$ cat src/rtl/ldo_ctrl_pkg.sv
package ldo_ctrl_pkg;

  typedef enum logic {
    MODE_SLOW = 1'b0,
    MODE_FAST = 1'b1
  } sampleMode_t;

  // Strobes from the sequencing control to the switch-count datapath
  typedef struct packed {
    logic clear;  // force count to zero and drop the flag
    logic step;   // take one sample this clock
    logic up;     // direction of the step: 1 = add a switch
  } ldoStrobe_t;

endpackage

$ cat src/rtl/ldo_sample_ctrl.sv
module ldo_sample_ctrl
  import ldo_ctrl_pkg::*;
#(
  parameter int SLOW_DIV   = 8,
  parameter int SETTLE_RUN = 16
) (
  input  logic       clk,
  input  logic       rstN,
  input  logic       regActive,
  input  logic       cmpBelow,
  input  logic       droopDet,
  output ldoStrobe_t strobe,
  output logic       fastMode
);

  localparam int DW = (SLOW_DIV > 1) ? $clog2(SLOW_DIV) : 1;
  localparam int QW = $clog2(SETTLE_RUN + 1);
  localparam logic [DW-1:0] DIV_LAST    = DW'(SLOW_DIV - 1);
  localparam logic [QW-1:0] SETTLE_LAST = QW'(SETTLE_RUN - 1);

  sampleMode_t modeQ;
  logic [DW-1:0] divCnt;
  logic [QW-1:0] quietCnt;
  logic          tick;

  // A sample is due every clock in fast mode, or on the divider's last phase
  always_comb begin
    tick         = regActive && ((modeQ == MODE_FAST) || (divCnt == DIV_LAST));
    strobe.clear = !regActive;
    strobe.step  = tick;
    strobe.up    = cmpBelow;
  end

  always_ff @(posedge clk or negedge rstN) begin
    if (!rstN) begin
      modeQ    <= MODE_SLOW;
      divCnt   <= '0;
      quietCnt <= '0;
    end else if (!regActive) begin
      modeQ    <= MODE_SLOW;
      divCnt   <= '0;
      quietCnt <= '0;
    end else begin
      unique case (modeQ)
        MODE_SLOW: begin
          if (droopDet) begin
            modeQ    <= MODE_FAST;
            divCnt   <= '0;
            quietCnt <= '0;
          end else if (divCnt == DIV_LAST) begin
            divCnt <= '0;
          end else begin
            divCnt <= divCnt + DW'(1);
          end
        end
        MODE_FAST: begin
          if (droopDet) begin
            quietCnt <= '0;
          end else if (quietCnt == SETTLE_LAST) begin
            modeQ    <= MODE_SLOW;
            quietCnt <= '0;
            divCnt   <= '0;
          end else begin
            quietCnt <= quietCnt + QW'(1);
          end
        end
        default: modeQ <= MODE_SLOW;
      endcase
    end
  end

  assign fastMode = (modeQ == MODE_FAST);


  droop_entry_chk: assert property (@(posedge clk) disable iff (!rstN)
    (regActive && droopDet) |=> fastMode);


  stay_fast_chk: assert property (@(posedge clk) disable iff (!rstN)
    (regActive && fastMode && droopDet) |=> fastMode);


  quiet_bound_chk: assert property (@(posedge clk) disable iff (!rstN)
    quietCnt <= SETTLE_LAST);


  idle_slow_chk: assert property (@(posedge clk) disable iff (!rstN)
    !regActive |=> !fastMode);


  slow_spacing_chk: assert property (@(posedge clk) disable iff (!rstN)
    (regActive && !fastMode && strobe.step && !droopDet) |=> !strobe.step);

endmodule

$ cat src/rtl/ldo_switch_path.sv
module ldo_switch_path
  import ldo_ctrl_pkg::*;
#(
  parameter int NUM_SW = 32
) (
  input  logic                        clk,
  input  logic                        rstN,
  input  ldoStrobe_t                  strobe,
  output logic [NUM_SW-1:0]           swEn,
  output logic [$clog2(NUM_SW+1)-1:0] activeCount,
  output logic                        satFlag
);

  localparam int CW = $clog2(NUM_SW + 1);
  localparam logic [CW-1:0] FULL = CW'(NUM_SW);

  logic [CW-1:0] countQ;
  logic          satQ;

  always_ff @(posedge clk or negedge rstN) begin
    if (!rstN) begin
      countQ <= '0;
      satQ   <= 1'b0;
    end else if (strobe.clear) begin
      countQ <= '0;
      satQ   <= 1'b0;
    end else if (strobe.step) begin
      if (strobe.up) begin
        if (countQ == FULL) begin
          satQ <= 1'b1;
        end else begin
          countQ <= countQ + CW'(1);
          satQ   <= 1'b0;
        end
      end else begin
        if (countQ == '0) begin
          satQ <= 1'b1;
        end else begin
          countQ <= countQ - CW'(1);
          satQ   <= 1'b0;
        end
      end
    end
  end

  // Thermometer decode: one comparator per switch
  for (genvar i = 0; i < NUM_SW; i++) begin : gThermo
    assign swEn[i] = (countQ > CW'(i));
  end

  assign activeCount = countQ;
  assign satFlag     = satQ;


  count_range_chk: assert property (@(posedge clk) disable iff (!rstN)
    countQ <= FULL);


  unit_step_chk: assert property (@(posedge clk) disable iff (!rstN)
    !strobe.clear |=> (countQ == $past(countQ)) ||
                      (countQ == $past(countQ) + CW'(1)) ||
                      (countQ == $past(countQ) - CW'(1)));


  thermo_shape_chk: assert property (@(posedge clk) disable iff (!rstN)
    ((swEn & (swEn + NUM_SW'(1))) == '0) && ($countones(swEn) == int'(countQ)));


  clear_zero_chk: assert property (@(posedge clk) disable iff (!rstN)
    strobe.clear |=> (countQ == '0) && !satQ);


  hold_no_step_chk: assert property (@(posedge clk) disable iff (!rstN)
    (!strobe.clear && !strobe.step) |=> $stable(countQ) && $stable(satQ));

endmodule

$ cat src/rtl/ldo_adaptive_ctrl.sv
module ldo_adaptive_ctrl
  import ldo_ctrl_pkg::*;
#(
  parameter int NUM_SW     = 32,
  parameter int SLOW_DIV   = 8,
  parameter int SETTLE_RUN = 16
) (
  input  logic                        clk,
  input  logic                        rstN,
  input  logic                        swEnable,
  input  logic                        windowOk,
  input  logic                        cmpBelow,
  input  logic                        droopDet,
  output logic [NUM_SW-1:0]           swEn,
  output logic [$clog2(NUM_SW+1)-1:0] activeCount,
  output logic                        fastMode,
  output logic                        satFlag
);

  ldoStrobe_t strobe;
  logic       regActive;

  assign regActive = swEnable && windowOk;

  ldo_sample_ctrl #(
    .SLOW_DIV  (SLOW_DIV),
    .SETTLE_RUN(SETTLE_RUN)
  ) uCtrl (
    .clk      (clk),
    .rstN     (rstN),
    .regActive(regActive),
    .cmpBelow (cmpBelow),
    .droopDet (droopDet),
    .strobe   (strobe),
    .fastMode (fastMode)
  );

  ldo_switch_path #(
    .NUM_SW(NUM_SW)
  ) uPath (
    .clk        (clk),
    .rstN       (rstN),
    .strobe     (strobe),
    .swEn       (swEn),
    .activeCount(activeCount),
    .satFlag    (satFlag)
  );


  off_when_idle_chk: assert property (@(posedge clk) disable iff (!rstN)
    !regActive |=> (swEn == '0) && !fastMode);

endmodule

$ cat config.mk
export PLATFORM = sky130hd
export DESIGN_NAME = ldo_adaptive_ctrl
export DESIGN_NICKNAME = d
export VERILOG_FILES = /design/src/rtl/ldo_ctrl_pkg.sv /design/src/rtl/ldo_sample_ctrl.sv /design/src/rtl/ldo_switch_path.sv /design/src/rtl/ldo_adaptive_ctrl.sv
export SDC_FILE = /design/constraint.sdc
export NUM_CORES = 1
export LEC_CHECK = 0
export BUFFER_PORTS_ARGS = -buffer_cell sky130_fd_sc_hd__buf_2
export CAP_MARGIN = 30
export CORE_UTILIZATION = 44
export CTS_CLUSTER_DIAMETER = 30
export DETAILED_ROUTE_END_ITERATION = 10
export GPL_TIMING_DRIVEN = 0
export MAX_ROUTING_LAYER = met4
export PLACE_DENSITY = 0.72
export SLEW_MARGIN = 5
export SYNTH_ARGS = -nofsm -noshare
export SYNTH_HDL_FRONTEND = slang
export SYNTH_SLANG_ARGS = --single-unit
$ cat constraint.sdc
create_clock -name clk -period 2.9 [get_ports clk]
set_input_delay 0.29 -clock clk [delete_from_list [all_inputs] [get_ports clk]]
set_output_delay 0.29 -clock clk [all_outputs]
set_load 0.02 [all_outputs]
==> impl_metrics.py <==
metrics = {
    "pwr": {
        "power-per-cell-area_nw_per_um2": 290,
        "peakVddDrop_v": 0.000356,
        "p_leak_uw": 0.000899,
    },
    "yosys": {
        "netlist_top_cells_area": "sky130_fd_sc_hd__dfrtp_1 (32%), sky130_fd_sc_hd__nand2_1 (8.3%), sky130_fd_sc_hd__ha_1 (6.9%)",
        "area_share_of_the_largest_cell_type_after_synthesis_pct": 31.7,
        "asyncSetResetFlopFracSynth_pct": 100,
        "syn-num-nets": 175,
        "netlist_top_cells_count": "sky130_fd_sc_hd__nand2_1 (28), sky130_fd_sc_hd__dfrtp_1 (16), sky130_fd_sc_hd__nor2_1 (16)",
        "post_synth.cell_area_avg_um2": 7.79,
        "synth_top_flop_cell": "sky130_fd_sc_hd__dfrtp_1",
        "seq_area_frac_synth_pct": 31.7,
        "post_synth_edffs": 0,
        "syn-cell-area_um2": 1260,
        "yosysMostFrequentCell": "sky130_fd_sc_hd__nand2_1",
        "synth.distinct_cells": 38,
        "yosysWarnings": 0,
        "netlist_instances": 162,
        "ys_seq_elements": 16,
        "synth_top_cell_by_area": "sky130_fd_sc_hd__dfrtp_1",
    },
    "min_path": {
        "hold_path.startpoint": "droopDet",
        "whs_path_depth": 2,
        "destination_of_the_worst_hold_path": "uCtrl.quietCnt[0]$_DFFE_PN0P_",
        "class_of_the_worst_hold_path": "in2reg",
    },
    "setup_path": {
        "critical_path.reg2reg.startpoint": "uPath.activeCount[1]$_DFFE_PN0P_",
        "ff_to_ff_end": "uPath.activeCount[2]$_DFFE_PN0P_",
        "worst-r2r-cell-count": 7,
        "critical_path_peak_fanout": 11,
        "worst-r2r-setup-slack_ns": 0.72,
        "worst_setup_path_end_kind": "primary output",
        "worstPathRequired_ns": 2.61,
        "start_kind": "flip-flop",
        "worstPathArrival_ns": 2.07,
        "worst-setup-path-type": "reg2out",
    },
    "drt": {
        "detail_route.wl_per_cell_um": 12.8,
        "vias_after_detailed_routing": 1345,
        "drc": 0,
        "drt_first_iter_violations": 32,
        "via_per_inst": 5.56,
        "drt_pre_antenna_iters": 4,
        "drt.antenna.violating_nets": 0,
        "detail_route.wirelength_um": 3110,
    },
    "grt": {
        "vias_in_the_first_global_route": 1287,
        "grt_first_pass_wirelength_um": 5220,
        "grt_start_max_net_pins": 17,
        "overflow": 0,
        "grt_usage_pct": 21.4,
        "antenna_found_initial": 0,
    },
    "cts": {
        "ctsLongestPathBuffers": 2,
        "clockRootBuffer": "sky130_fd_sc_hd__clkbuf_4",
        "clock_sink_count": 16,
        "insertion_delay_ns": 0.29,
        "h-tree-depth": 1,
        "cts_tree": "built",
        "path_clk_slew_ns": 0.09,
        "post_cts_buffers": 0,
        "cts_buffers": 3,
    },
    "placed_design": {
        "finalWeightedCongestion": 0.919,
        "port-buffer-count": 44,
        "cell_total_after_placement": 237,
        "detailed_place_hpwl_um": 2400,
        "placement.cell_area_um2": 1520,
    },
    "timing": {
        "setup-violations-final": 0,
        "worst_slew_pin_slew_ns": 0.711,
        "number_of_slew_limit_violations_in_the_final_report": 0,
        "largest_clock_skew_in_the_final_design_ns": 0.00152,
        "timing.final.crit_period_ns": 2.36,
        "slew-limit-headroom_pct": 52.4,
        "timing.final.crit_share_pct": 81.3,
        "hold_viol": 0,
        "fmaxAchievable_mhz": 424,
        "rsz0062_at_grt": "false",
        "timing.setup.tns_ns": 0,
    },
    "run_status": {
        "run_status": "finished, final reports clean",
    },
    "die": {
        "core.rowCount": 19,
        "die_height_um": 55.6,
        "start_util_pct": 46.2,
        "pin_count": 46,
        "core_region_area_um2": 2730,
        "dieArea_um2": 3090,
        "die_width_um": 55.6,
    },
    "layout": {
        "final_layout_size_suffix_gt1_share_pct": 28.4,
        "final_net_count": 225,
        "synthToLayoutAreaGrowth_pct": 24.2,
        "multi_input_comb_area_um2": 774,
        "antenna_diode_count": 0,
        "postLayoutCellArea_um2": 1570,
        "stdcell_count": 242,
        "num-fill-cells": 246,
        "final-seq-area_um2": 400,
    },
    "job": {
        "timing.max_cap.violations": 0,
    },
}
## per-stage QoR
stage / hold WS [ns] / util [%] / total power [µW] / setup WS, ns
after CTS: 0.413 / 57.3 / 460 / 0.548
final: 0.418 / 57.3 / 455 / 0.543
after global placement: 0.211 / 55.7 / 311 / 0.748
after floorplan: -0.00559 / - / 287 / 0.758
after global routing: 0.437 / 57.3 / 478 / 0.388
after detailed placement: 0.214 / 55.7 / 313 / 0.730
## worst max-delay path: stages, from the launching register on
cell and delay, ns:
sky130_fd_sc_hd__dfrtp_1 0.55, sky130_fd_sc_hd__inv_1 0.14, sky130_fd_sc_hd__ha_1 0.21, sky130_fd_sc_hd__buf_6 0.14
sky130_fd_sc_hd__nor2_1 0.22, sky130_fd_sc_hd__nand2_1 0.14, sky130_fd_sc_hd__nand2_1 0.10, sky130_fd_sc_hd__a21o_1 0.12
sky130_fd_sc_hd__buf_2 0.16
## timing repair
| action | 4_1_cts | 5_1_grt |
|---|---|---|
| hold buffers | 1 | 0 |
| resized for setup | 0 | 0 |
| setup endpoints to repair | 0 | 0 |
| endpoints found under the hold margin | 16 | 0 |
## cell type report
cell class / count / share of cell area (%)
Buffer: 11 / 3.67
Clock buffer: 4 / 2.31
Timing Repair Buffer: 45 / 14.7
Multi-Input combinational cell: 127 / 49.4
Tap cell: 31 / 2.47
Sequential cell: 16 / 25.5
Inverter: 8 / 1.92
## flip-flops by register name, summed over array words and instances (netlist names)
register / flops
uCtrl.divCnt: 3
uCtrl.fastMode: 1
uPath.satFlag: 1
uCtrl.quietCnt: 5
uPath.activeCount: 6
## worst max path at each step
stage,start,endpoint,slack (ns),cells after the start
3_5_place_dp,uPath.activeCount[0]$_DFFE_PN0P_,uPath.activeCount[2]$_DFFE_PN0P_,0.73,7
3_3_place_gp,uPath.activeCount[0]$_DFFE_PN0P_,uPath.activeCount[2]$_DFFE_PN0P_,0.75,7
2_1_floorplan,uPath.activeCount[0]$_DFFE_PN0P_,uPath.activeCount[2]$_DFFE_PN0P_,0.76,7
4_1_cts,uPath.activeCount[0]$_DFFE_PN0P_,swEn[21],0.55,8
6_report,uPath.activeCount[1]$_DFFE_PN0P_,swEn[21],0.54,8
5_1_grt,uPath.activeCount[1]$_DFFE_PN0P_,swEn[21],0.39,8
## power by group
group,switching [µW],internal [µW]
clock network,69.1,76.5
logic,52.5,27.5
registers,3.58,226
total,125,330
## layer usage
metal	routed length, µm	global-route usage [%]	vias to the layer above
li1	-	-	668
met1	1360	23.8	614
met2	1500	37.3	52
met3	168	1.17	11
met4	78	13.2	0
met5	0	-	-
## cells by family after synthesis
kind of cell	after synthesis	share of synthesized area, %
simple gates	70	26.6
compound gates	42	21.9
buf+inv	19	6.94
flops	16	31.7
fa+ha+maj	7	6.94
xor+xnor	5	3.47
mux	3	2.48
## cell usage in the layout (no fill, tap or decap), types with 2 or more instances in the layout
cell,n
sky130_fd_sc_hd__a22oi_1,2
sky130_fd_sc_hd__clkbuf_1,8
sky130_fd_sc_hd__xor2_1,2
sky130_fd_sc_hd__o21ai_0,7
sky130_fd_sc_hd__o21ai_1,11
sky130_fd_sc_hd__clkbuf_4,3
sky130_fd_sc_hd__buf_6,2
sky130_fd_sc_hd__nor3_1,5
sky130_fd_sc_hd__ha_1,7
sky130_fd_sc_hd__nor2_1,16
sky130_fd_sc_hd__xnor2_1,3
sky130_fd_sc_hd__nor4_1,3
sky130_fd_sc_hd__buf_2,45
sky130_fd_sc_hd__nand2_1,28
sky130_fd_sc_hd__nand4_1,2
sky130_fd_sc_hd__a21o_1,3
sky130_fd_sc_hd__a21oi_1,9
sky130_fd_sc_hd__inv_2,3
sky130_fd_sc_hd__dfrtp_1,16
sky130_fd_sc_hd__o31ai_1,4
sky130_fd_sc_hd__inv_1,5
sky130_fd_sc_hd__mux2i_1,2
sky130_fd_sc_hd__nand3_1,7
Power figures use the tool's default switching activity.
